### src/rtl/xr_fault_pkg.sv
package xr_fault_pkg;
  localparam int SW       = 12;
  localparam int RW       = 4;
  localparam int B_ONEP   = 11;
  localparam int B_FAULT  = 10;
  localparam int B_RSN_HI = 9;
  localparam int B_RSN_LO = 6;
  localparam int B_EXMAP  = 5;
  localparam int B_BRK    = 4;
  localparam int B_QOVF   = 3;
  localparam logic [SW-1:0] ST_RESET = 12'h020;
  localparam logic [SW-1:0] ST_LDMASK = 12'hFD8;
  localparam logic [SW-1:0] ST_IRQMASK = 12'hC18;

  typedef enum logic [1:0] {
    CYC_RD  = 2'b00,
    CYC_WR  = 2'b01,
    CYC_RMW = 2'b10,
    CYC_NONE = 2'b11
  } cyc_kind_e;
endpackage

### src/rtl/xr_space_sel.sv
module xr_space_sel
  import xr_fault_pkg::*;
(
  input  logic       clk,
  input  logic       rst,
  input  logic       xr_active,
  input  logic       xr_rd_user,
  input  logic       xr_wr_user,
  input  logic       cyc_valid,
  input  logic [1:0] cyc_kind,
  output logic       cyc_user
);
  logic sel_n;

  always_comb begin
    sel_n = 1'b0;
    if (cyc_valid && xr_active) begin
      case (cyc_kind_e'(cyc_kind))
        CYC_RD:          sel_n = xr_rd_user;
        CYC_WR, CYC_RMW: sel_n = xr_wr_user;
        default:         sel_n = 1'b0;
      endcase
    end
  end

  always_ff @(posedge clk) begin
    if (rst) cyc_user <= 1'b0;
    else     cyc_user <= sel_n;
  end
endmodule

### src/rtl/xr_quantum.sv
module xr_quantum #(
  parameter int QW = 18
) (
  input  logic          clk,
  input  logic          rst,
  input  logic          tick,
  input  logic          hold,
  input  logic          load,
  input  logic [QW-1:0] load_val,
  output logic [QW-1:0] count,
  output logic          wrap
);
  localparam logic [QW-1:0] QMAX = {QW{1'b1}};
  logic step;

  assign step = tick && !hold && !load;
  assign wrap = step && (count == QMAX);

  always_ff @(posedge clk) begin
    if (rst)       count <= '0;
    else if (load) count <= load_val;
    else if (step) count <= count + 1'b1;
  end
endmodule

### src/rtl/xr_status.sv
module xr_status
  import xr_fault_pkg::*;
(
  input  logic          clk,
  input  logic          rst,
  input  logic          pf_valid,
  input  logic [RW-1:0] pf_reason,
  input  logic          inhibit_on,
  input  logic          force_fault,
  input  logic          onep_evt,
  input  logic          brk_evt,
  input  logic          qovf_evt,
  input  logic          clr,
  input  logic          load,
  input  logic [SW-1:0] load_val,
  output logic [SW-1:0] status,
  output logic          irq,
  output logic          skip
);
  logic [SW-1:0] nxt;

  always_comb begin
    nxt = status;
    if (clr) begin
      nxt = ST_RESET;
    end else if (load) begin
      nxt = (load_val & ST_LDMASK) | ST_RESET;
    end else begin
      if (pf_valid) begin
        nxt[B_RSN_HI:B_RSN_LO] = pf_reason;
        if (!inhibit_on) nxt[B_FAULT] = 1'b1;
      end
      if (force_fault) nxt[B_FAULT] = 1'b1;
      if (onep_evt)    nxt[B_ONEP]  = 1'b1;
      if (brk_evt)     nxt[B_BRK]   = 1'b1;
      if (qovf_evt)    nxt[B_QOVF]  = 1'b1;
    end
  end

  always_ff @(posedge clk) begin
    if (rst) begin
      status <= ST_RESET;
      irq    <= 1'b0;
      skip   <= 1'b0;
    end else begin
      status <= nxt;
      irq    <= |(nxt & ST_IRQMASK);
      skip   <= pf_valid && inhibit_on;
    end
  end
endmodule

### src/rtl/xr_fault_ctl.sv
module xr_fault_ctl
  import xr_fault_pkg::*;
#(
  parameter int QW = 18
) (
  input  logic          clk,
  input  logic          rst,
  input  logic          xr_active,
  input  logic          xr_rd_user,
  input  logic          xr_wr_user,
  input  logic          xr_inhibit,
  input  logic          cyc_valid,
  input  logic [1:0]    cyc_kind,
  input  logic          pf_valid,
  input  logic [3:0]    pf_reason,
  input  logic          force_fault,
  input  logic          insn_done,
  input  logic          one_proc_flag,
  input  logic          brk_match,
  input  logic          tick_us,
  input  logic          pi_busy,
  input  logic          clr_status,
  input  logic          ld_valid,
  input  logic [11:0]   ld_status,
  input  logic [QW-1:0] ld_quantum,
  output logic          cyc_user,
  output logic [11:0]   status,
  output logic [QW-1:0] quantum,
  output logic          irq,
  output logic          skip
);
  logic q_wrap;

  xr_space_sel u_sel (
    .clk(clk), .rst(rst), .xr_active(xr_active), .xr_rd_user(xr_rd_user),
    .xr_wr_user(xr_wr_user), .cyc_valid(cyc_valid), .cyc_kind(cyc_kind),
    .cyc_user(cyc_user)
  );

  xr_quantum #(.QW(QW)) u_q (
    .clk(clk), .rst(rst), .tick(tick_us), .hold(pi_busy), .load(ld_valid),
    .load_val(ld_quantum), .count(quantum), .wrap(q_wrap)
  );

  xr_status u_st (
    .clk(clk), .rst(rst), .pf_valid(pf_valid), .pf_reason(pf_reason),
    .inhibit_on(xr_active && xr_inhibit), .force_fault(force_fault),
    .onep_evt(insn_done && one_proc_flag), .brk_evt(brk_match),
    .qovf_evt(q_wrap), .clr(clr_status), .load(ld_valid),
    .load_val(ld_status), .status(status), .irq(irq), .skip(skip)
  );
endmodule

### config.mk
export PLATFORM = sky130hd
export DESIGN_NAME = xr_fault_ctl
export DESIGN_NICKNAME = d
export VERILOG_FILES = /design/src/rtl/xr_fault_pkg.sv /design/src/rtl/xr_space_sel.sv /design/src/rtl/xr_quantum.sv /design/src/rtl/xr_status.sv /design/src/rtl/xr_fault_ctl.sv
export SDC_FILE = /design/constraint.sdc
export NUM_CORES = 1
export LEC_CHECK = 0
export BUFFER_PORTS_ARGS = -buffer_cell sky130_fd_sc_hd__buf_4
export CORE_ASPECT_RATIO = 0.8
export CORE_MARGIN = 3
export CORE_UTILIZATION = 29
export CTS_BUF_LIST = sky130_fd_sc_hd__clkbuf_16
export DETAILED_ROUTE_END_ITERATION = 8
export HOLD_SLACK_MARGIN = 0.05
export SYNTH_ARGS = -nofsm -noshare
export SYNTH_HDL_FRONTEND = slang
export SYNTH_SLANG_ARGS = --single-unit
### constraint.sdc
create_clock -name clk -period 2.3 [get_ports clk]
set_clock_uncertainty 0.05 [all_clocks]
set_input_delay 0.46 -clock clk [delete_from_list [all_inputs] [get_ports clk]]
set_output_delay 0.46 -clock clk [all_outputs]
set_load 0.1 [all_outputs]
==> impl_metrics.yaml <==
detailed_routing:
  viasPerCell: 4.87
  first_pass_iters: 4
  wirelength_mm: 4.31
  vias: 1573
  ant_nets: 0
  drcViolationCount: 0
  drt-initial-drc-count: 56
  routedWlPerCell_um: 13.4
cts:
  cts_max_path_buffers: 2
  clock_latency_ns: 0.27
  postCtsSetupRepairBufs: 0
  clock-sinks: 29
  ctsHoldBuffers: 0
  cts_made_buffers: 5
  h-tree-depth: 2
  clk_pin_slew_ns: 0.05
  ctsResizeCount: 0
  cts_tree: "built"
  cts_root_buf: "clkbuf_16"
sta:
  slew_viol_final: 0
  finalSetupTns_ns: 0
  slew_headroom_pct: 61.6
  fin_crit_sh_pct: 88.7
  holdWs_ns: 0.372
  clock.fmax_mhz: 490
  tightest_slew_ns: 0.562
  period_needed_ns: 2.04
  setup_viol: 0
  final_hold_viol_count: 0
  final.setup.worst_slack_ns: 0.261
  rsz0062_at_grt: "false"
synth:
  ys_seq_area_share_pct: 37.8
  synthTopCellsByArea: "dfxtp_1 38%, nor2_1 6.8%, a211oi_1 5.9%"
  async_flop_share_pct: 0
  synth_flop_cell: "dfxtp_1"
  synth_area_per_cell_um2: 8.34
  yosysTopAreaCell: "dfxtp_1"
  synth-seq-cells: 29
  synth_cell_types: 45
  yosysTopAreaCellShare_pct: 37.8
  syn_inst: 184
  syn_area_um2: 1540
  yosysWarnings: 0
  synth_edf_count: 0
global_route:
  grt_max_degree: 24
  grt_pass1_wl_mm: 6.80
  antenna_found_initial: 0
  grt_overflow_total: 0
  grt_pass1_vias: 1404
  grtUsageTotal_pct: 13.8
die:
  initial_core_util_pct: 30.3
  floorplan.die.height_um: 71.1
  fp.dieW_um: 87.3
  core_um2: 5060
  pin_count: 85
  dieArea_um2: 6210
  rows: 23
setup_path:
  slowest_delay_ns: 0.58
  crit_chain: "nand4_4 > or4_4 > or4_1 > a311oi_1"
  critPathBufInv: 0
  cp_max_fo: 9
  cp.arrival_ns: 2.17
  path_class: "reg2reg"
  required_ns: 2.43
  worst_setup_path_end_kind: "flip-flop"
  startpoint_type: "flip-flop"
  path_delay_family: "simple AND/OR/NAND/NOR gates"
  cpMaxStageDelayCell: "or4_4"
cells_and_area:
  syn2layout_area_growth_pct: 51.8
  fin_nets: 315
  final_cell_mix: "80 x buf_4, 28 x nor2_1, 18 x dfxtp_1, 12 x a211oi_1, 11 x nand2_1"
  multi_input_area_um2: 872
  fillers: 532
  diodes: 0
  finish.utilization_pct: 46.0
  final_cells: 323
  drive_above_1_share_pct: 39.5
  stdcell_area_um2: 2330
  regArea_um2: 617
  final_common_cell: "buf_4"
power_and_ir_drop:
  ir_worst_vdd_mv: 0.388
  power.density_nw_per_um2: 695
  power_leakage_nw: 0.994
  power.total_mw: 1.62
place:
  dp_cells: 315
  gp_congestion: 0.730
  pre_cts_ws_ns: 0.164
  io_buffers: 76
  dp_hpwl_mm: 3.32
  placed_cell_area_um2: 2190
hold_path:
  min_path_type: "in2reg"
job:
  drv_cap: 0
outcome:
  status: "finished clean"
## layer usage
| metal | vias to the layer above | track usage (%) | wire, um |
|---|---|---|---|
| li1 | 811 | - | - |
| met1 | 706 | 19.8 | 1960 |
| met2 | 52 | 20.1 | 1960 |
| met3 | 4 | 3.61 | 358 |
| met4 | 0 | 4.60 | 42 |
| met5 | - | 0 | 0 |
## final cells by class
class	count	area share, %
Clock buffer	5	5.37
Clock inverter	3	0.483
Inverter	7	1.13
Multi-Input combinational cell	137	37.4
Sequential cell	29	26.5
Tap cell	62	3.33
Timing Repair Buffer	80	25.8
## tightest hold or removal path, cell delays in order
cell and delay, ns:
buf_4 0.08, nand2_1 0.04, nor2_1 0.07
## worst paths after layout
check | start | to | slack [ns] | depth (start not counted)
min reg2reg | u_q.count[16] | u_q.count[16] | 0.48 | 2
min | xr_inhibit | u_st.skip | 0.37 | 3
max | u_q.count[3] | u_q.count[16] | 0.26 | 4
max reg2reg | u_q.count[3] | u_q.count[16] | 0.26 | 4
## cell usage after synthesis, drive strengths merged, types with 6 or more instances
cell type	n
nor2	28
nand2	11
nand3	6
inv	6
xnor2	7
dfxtp	29
clkbuf	8
nor4	6
a211oi	12
a21oi	7
## cell families (layout without fill, tap and decap cells)
logic type	count (synthesis)	after routing	share of synthesized area, %
adders and majority gates	3	3	2.45
DFF	29	29	37.8
buffers and inverters	20	95	5.87
and+or+nand+nor	75	75	25.9
xor gates and xnor gates	11	11	6.28
AOI/OAI and AO/OA	38	38	17.2
other	2	4	0.489
muxes	6	6	3.99
## state kept, by name, indices dropped and copies added (netlist names)
| signal | cells |
|---|---|
| u_sel.cyc_user | 1 |
| u_st.status | 8 |
| u_q.count | 18 |
| u_st.irq | 1 |
| u_st.skip | 1 |
## power breakdown
| part | internal [mW] | switching (mW) |
|---|---|---|
| sequential | 0.533 | 0.0358 |
| combinational | 0.133 | 0.325 |
| clock | 0.387 | 0.207 |
Power figures use the tool's default switching activity.
